$ cat config.mk
export PLATFORM = sky130hd
export DESIGN_NAME = flash_sector_engine
export DESIGN_NICKNAME = d
export VERILOG_FILES = /design/src/rtl/flash_sector_engine.sv
export SDC_FILE = /design/constraint.sdc
export NUM_CORES = 2
export LEC_CHECK = 0
export CORE_MARGIN = 8
export CORE_UTILIZATION = 45
export DETAILED_ROUTE_END_ITERATION = 10
export PLACE_DENSITY_LB_ADDON = 0.12
export SYNTH_ARGS = -nofsm -noshare
export SYNTH_HDL_FRONTEND = slang
export SYNTH_SLANG_ARGS = --single-unit
$ cat constraint.sdc
create_clock -name clk -period 10.37 [get_ports clk]
set_input_delay 1.5555 -clock clk [delete_from_list [all_inputs] [get_ports clk]]
set_output_delay 1.5555 -clock clk [all_outputs]
set_load 0.05 [all_outputs]
$ cat src/rtl/flash_sector_engine.sv
module flash_sector_engine #(
  parameter int LANE_W       = 8,
  parameter int LANES        = 2,
  parameter int ADDR_W       = 6,
  parameter int ERASE_CYCLES = 100,
  parameter int R0_CNT = 3, parameter int R0_LEN = 16,
  parameter int R1_CNT = 1, parameter int R1_LEN = 8,
  parameter int R2_CNT = 2, parameter int R2_LEN = 2,
  parameter int R3_CNT = 1, parameter int R3_LEN = 4,
  parameter logic [7:0] OP_ERASE = 8'h30,
  parameter logic [7:0] OP_PROG  = 8'hA0
) (
  input  logic                      clk,
  input  logic                      rst_n,
  input  logic                      read_only,
  input  logic                      cmd_en,
  input  logic [7:0]                cmd_op,
  input  logic [ADDR_W-1:0]         cmd_addr,
  input  logic [LANE_W*LANES-1:0]   cmd_data,
  input  logic                      rd_en,
  input  logic [ADDR_W-1:0]         rd_addr,
  output logic [LANE_W*LANES-1:0]   rd_data,
  output logic                      busy
);
  localparam int DATA_W = LANE_W * LANES;
  localparam int DEPTH  = 1 << ADDR_W;
  localparam int TW     = $clog2(ERASE_CYCLES + 1);
  localparam int RCNT [4] = '{R0_CNT, R1_CNT, R2_CNT, R3_CNT};
  localparam int RLEN [4] = '{R0_LEN, R1_LEN, R2_LEN, R3_LEN};

  logic [DATA_W-1:0] mem [DEPTH];
  logic [TW-1:0]     tmr_q;
  logic [ADDR_W-1:0] clr_ptr;
  logic [ADDR_W:0]   clr_left;
  logic              tgl_q;

  logic [ADDR_W:0]   sec_len;
  logic [ADDR_W-1:0] sec_base;
  logic [DATA_W-1:0] stat_word;
  logic              do_erase, do_prog;

  always_comb begin
    int acc;
    acc = 0;
    sec_len = '0;
    for (int i = 0; i < 4; i++) begin
      if (int'(cmd_addr) >= acc && int'(cmd_addr) < acc + RCNT[i] * RLEN[i])
        sec_len = (ADDR_W+1)'(RLEN[i]);
      acc = acc + RCNT[i] * RLEN[i];
    end
  end

  assign sec_base  = cmd_addr & ~ADDR_W'(sec_len - 1'b1);
  assign stat_word = {LANES{1'b0, tgl_q, {(LANE_W-2){1'b0}}}};
  assign do_erase  = !busy && cmd_en && cmd_op == OP_ERASE;
  assign do_prog   = !busy && cmd_en && cmd_op == OP_PROG && !read_only;

  always_ff @(posedge clk) begin
    if (!rst_n) begin
      busy     <= 1'b0;
      tmr_q    <= '0;
      clr_ptr  <= '0;
      clr_left <= '0;
    end else if (do_erase) begin
      busy     <= 1'b1;
      tmr_q    <= TW'(ERASE_CYCLES - 1);
      clr_ptr  <= sec_base;
      clr_left <= sec_len;
    end else if (busy) begin
      if (tmr_q == '0) busy <= 1'b0;
      else             tmr_q <= tmr_q - 1'b1;
      if (clr_left != '0) begin
        clr_ptr  <= clr_ptr + 1'b1;
        clr_left <= clr_left - 1'b1;
      end
    end
  end

  always_ff @(posedge clk) begin
    if (!rst_n) begin
      for (int i = 0; i < DEPTH; i++) mem[i] <= '1;
    end else if (busy && clr_left != '0) begin
      if (!read_only) mem[clr_ptr] <= '1;
    end else if (do_prog) begin
      mem[cmd_addr] <= mem[cmd_addr] & cmd_data;
    end
  end

  always_ff @(posedge clk) begin
    if (!rst_n) begin
      rd_data <= '0;
      tgl_q   <= 1'b0;
    end else begin
      if (do_erase) tgl_q <= 1'b0;
      if (rd_en) begin
        if (busy) begin
          rd_data <= stat_word;
          tgl_q   <= ~tgl_q;
        end else begin
          rd_data <= mem[rd_addr];
        end
      end
    end
  end

  p_erase_start_r2: assert property (@(posedge clk) disable iff (!rst_n)
    (!busy && cmd_en && cmd_op == OP_ERASE) |=> busy);

  p_dq7_low_r3: assert property (@(posedge clk) disable iff (!rst_n)
    (busy && rd_en) |=> (rd_data[LANE_W-1] == 1'b0));

  p_dq6_flip_r4: assert property (@(posedge clk) disable iff (!rst_n)
    (busy && rd_en && $past(busy && rd_en)) |=> (rd_data[LANE_W-2] != $past(rd_data[LANE_W-2])));

  p_lane_copy_r8: assert property (@(posedge clk) disable iff (!rst_n)
    (busy && rd_en) |=> (rd_data == {LANES{rd_data[LANE_W-1:0]}}));

  p_clear_done_r10: assert property (@(posedge clk) disable iff (!rst_n)
    $fell(busy) |-> (clr_left == '0));

  p_read_hold_r11: assert property (@(posedge clk) disable iff (!rst_n)
    (!rd_en && !$past(!rst_n)) |=> $stable(rd_data));
endmodule

==> run summary <==
Synthesis handed over a netlist of 4051 instances. The initialized floorplan defines 129 standard-cell rows. Among all stages on the critical path, the largest delay is contributed by sky130_fd_sc_hd__o21ai_2. The number of antenna violations at the first check in global routing came out at 13. Among all flip-flop cells after synthesis, the most frequent one is sky130_fd_sc_hd__edfxtp_1. The total wire length was 211 mm; the count of endpoints failing setup in the final report was 0.

The average via count per standard cell was 6.87. On the critical path the largest part of the delay comes from simple AND/OR/NAND/NOR gates. Traced cell by cell, the critical path runs through clkdlybuf4s50_1 > nor4b_2 > and3_1 > nand2_1 > o22a_1 > o21ai_2.

Synthesis inferred 1062 register bits. The run gives 55900 µm² as the cell area after synthesis. The logs give 0 for the total count of hold-check failures in the final report and 1062 for the clock net sink count. The die width came out at 369 µm. Routability-driven placement finished with a final weighted congestion of 0.950. For this configuration, the core starts out at a cell density of 45.3%. The fill cell total of the finished layout is 10400, and the clock transition at the register clock pins on the worst setup and hold paths after CTS is 0.06 ns. The final number of max-transition violations is 0, and the boundary pin count is 58. The path class of the tightest hold or removal check is reg2reg. Detailed-placement wirelength estimate: 129 mm. The run gives 0.75 ns as the latest clock arrival within the worst-skew pair.

The logs give 4097 for the post-synth net total and 6.72% for the relative slew slack. The first-pass iteration count of the detailed router was 6; the sequential element share of the synthesized area was 56.3%. Of all cell types, the one taking the most synthesized area is sky130_fd_sc_hd__edfxtp_1. The final routed DRC violation total was 0; the area share of the largest cell type after synthesis was 55.0%. The total clock buffers created by CTS was 115; the minimum clock period after layout was 5.52 ns.

TritonCTS built the clock tree. Across the VDD grid, the largest voltage drop is 124 µV. The die covers 136000 µm². In this run the static leakage power is 15.8 nW. Count of flip-flops with a built-in enable after synthesis: 1024. Final setup TNS: 0 ns. The count of antenna-violating nets left after detailed routing came out at 0. The run gives 0 as the number of gates resized after CTS. In this run the deepest clock path goes through 3 buffers. The total of warnings raised by yosys is 0, and the worst setup slack after placement is 4.29 ns. Leading cell type by number of instances after synthesis: sky130_fd_sc_hd__edfxtp_1.

For the final non-filler cell total, the log shows 5717. Ranked by total cell area, the synthesized netlist is headed by sky130_fd_sc_hd__edfxtp_1, sky130_fd_sc_hd__mux4_2, sky130_fd_sc_hd__o21ai_0, sky130_fd_sc_hd__mux2i_1, sky130_fd_sc_hd__nand2_1. The start-to-end type of the worst setup path was in2reg. At the pin with the least slew margin, the transition time is 1.40 ns.

In this run, placement finished with an instance count of 5488. Of all nets on the critical path, the largest fanout is 19. Measured along the y axis, the die boundary spans 369 µm. The region available for standard cell placement spans 123000 µm². Dividing total power by cell area gives a power density of 153 nW/µm². The aggregate global-route resource usage is 30.3%.

The area of the multi-input gates is 23200 µm², and the share of the cycle needed by the critical path after routing is 53.3%. Based on the critical path, the design can be clocked at up to 181 MHz. Setup repair after global routing left no endpoint under its margin. In the final design database the tool counted 4014 nets.

The cell chosen for the clock root was sky130_fd_sc_hd__clkbuf_16. Summed over all layers, the global routing overflow is 0. The final hold slack was 0.525 ns; the area of placed instances was 58900 µm².

The flow ran to the end, and the final reports show no timing, DRC or antenna violations. Counting instances in the post-synthesis netlist gives the leading cell types as sky130_fd_sc_hd__edfxtp_1, sky130_fd_sc_hd__nand2_1, sky130_fd_sc_hd__o21ai_0. The number of port buffers is 57. The run gives 38100 as the via count of the first global-routing pass. STA classifies the critical path startpoint as a primary input.

The tools report the footprint of the flip-flops and latches as 31500 µm². On the worst path, the slowest cell contributes a delay of 1.17 ns. The run gives 10.72 ns as the data required time at the worst endpoint.

The tools report the total via count after detailed routing as 39300. In the post-route analysis, the smallest setup slack over all paths is 4.85 ns. The clock arrives with 0.0372 ns of skew.

After detailed routing, the average wire length per cell comes to 36.9 µm. The finished cells cover 62600 µm². The first global-routing pass estimated 295 mm of wire. STA classifies the critical path endpoint as a flop.

Cells with a size suffix above 1 make up 24.6% of the layout. In this run, distinct cell masters in the synthesized netlist total 68. The critical path data arrival time is 5.87 ns, and the synthesized area per cell is 13.8 µm². Relative to the synthesized area, the layout overhead comes to 11.9%. The starting DRC count in detailed routing is 5664. The share of synthesized registers carrying an async set or reset was 0%; the number of levels in the clock H-tree was 3. The number of setup buffers added after CTS is 0.

Maximum number of pins on one net before global-route repair: 104. In this run, post-CTS hold repair placed 0 buffers. The tool flagged a number of max-cap violations equal to 0. The number of buffers and inverters on the critical path came out at 1.
area by class of cell:
type                            instances  area share [%]
Sequential cell                      1062            50.4
Tap cell                             1637            3.27
Clock inverter                         67           0.966
Antenna cell                           11          0.0440
Timing Repair Buffer                  242            3.23
Inverter                               13          0.0780
Multi-Input combinational cell       2534            37.1
Clock buffer                          151            4.91
cells by family after synthesis:
kind of cell    Yosys count  synth area share, %
buf+inv                 455                 3.75
xor+xnor                 11                0.172
mux                     747                 23.2
flops                  1062                 56.3
simple gates            821                 6.36
compound gates          950                 10.1
fa+ha+maj                 5                0.112
through the flow:
stage | utilization (%) | power [mW]
finish | 50.7 | 9.60
global route | 50.7 | 9.79
CTS | 50.6 | 9.61
detailed placement | 47.7 | 5.58
global placement | 47.7 | 5.58
floorplan | - | 5.24
metal layers:
layer	routed length (µm)	track usage, %
met2	94400	45.8
met3	25200	7.38
met1	81500	42.0
met4	9870	13.0
met5	53	0
power by group:
| group | total [mW] | switching, mW | internal [mW] |
|---|---|---|---|
| Combinational | 0.783 | 0.580 | 0.203 |
| Clock | 4.09 | 1.79 | 2.31 |
| Sequential | 4.72 | 0.0212 | 4.70 |
registers in the layout (all words and copies together), names as in the netlist:
signal,flops
clr_ptr,6
clr_left,7
tgl_q,1
busy,1
mem,1024
rd_data,16
tmr_q,7
layout by cell type (no fill, tap or decap), types with 7 or more instances in the layout:
master and instances:
sky130_fd_sc_hd__a21oi_1 73, sky130_fd_sc_hd__nor2_2 12, sky130_fd_sc_hd__clkinv_1 30, sky130_fd_sc_hd__o21ai_0 498
sky130_fd_sc_hd__o2111ai_2 16, sky130_fd_sc_hd__clkdlybuf4s50_1 46, sky130_fd_sc_hd__dfxtp_1 38, sky130_fd_sc_hd__clkbuf_1 30
sky130_fd_sc_hd__a211oi_4 14, sky130_fd_sc_hd__diode_2 11, sky130_fd_sc_hd__nor2b_1 23, sky130_fd_sc_hd__clkinv_2 21
sky130_fd_sc_hd__mux2i_1 272, sky130_fd_sc_hd__a31oi_1 10, sky130_fd_sc_hd__inv_1 13, sky130_fd_sc_hd__nand2b_1 22
sky130_fd_sc_hd__nand4_1 9, sky130_fd_sc_hd__a221oi_1 8, sky130_fd_sc_hd__buf_4 181, sky130_fd_sc_hd__xnor2_1 9
sky130_fd_sc_hd__nor3_4 16, sky130_fd_sc_hd__o21ai_2 49, sky130_fd_sc_hd__clkbuf_8 8, sky130_fd_sc_hd__nor3_2 25
sky130_fd_sc_hd__a22oi_1 136, sky130_fd_sc_hd__nor4_1 8, sky130_fd_sc_hd__o211ai_1 7, sky130_fd_sc_hd__or4_1 15
sky130_fd_sc_hd__o21ai_1 49, sky130_fd_sc_hd__nand2_1 568, sky130_fd_sc_hd__nor2_1 41, sky130_fd_sc_hd__nand3_1 29
sky130_fd_sc_hd__o22ai_1 24, sky130_fd_sc_hd__a22o_1 14, sky130_fd_sc_hd__o21ai_4 12, sky130_fd_sc_hd__bufinv_16 9
sky130_fd_sc_hd__mux2_2 41, sky130_fd_sc_hd__clkbuf_16 115, sky130_fd_sc_hd__edfxtp_1 1024, sky130_fd_sc_hd__mux4_2 434
worst reg2reg max path, delay by kind of cell (launching register included):
family / cells / cell delay, ns
and+or+nand+nor: 3 / 1.46
AOI/OAI and AO/OA: 2 / 1.70
buffers and inverters: 1 / 0.28
DFF: 1 / 0.32
worst paths after layout:
check	slack [ns]	from	to	depth (start not counted)
setup reg to reg	6.20	busy	mem[54][3]	6
hold / removal	0.52	clr_left[2]	clr_left[2]	2
setup / recovery	4.85	cmd_op[1]	mem[54][3]	6
hold reg to reg	0.52	clr_left[2]	clr_left[2]	2
(Power assumes the default switching activity.)
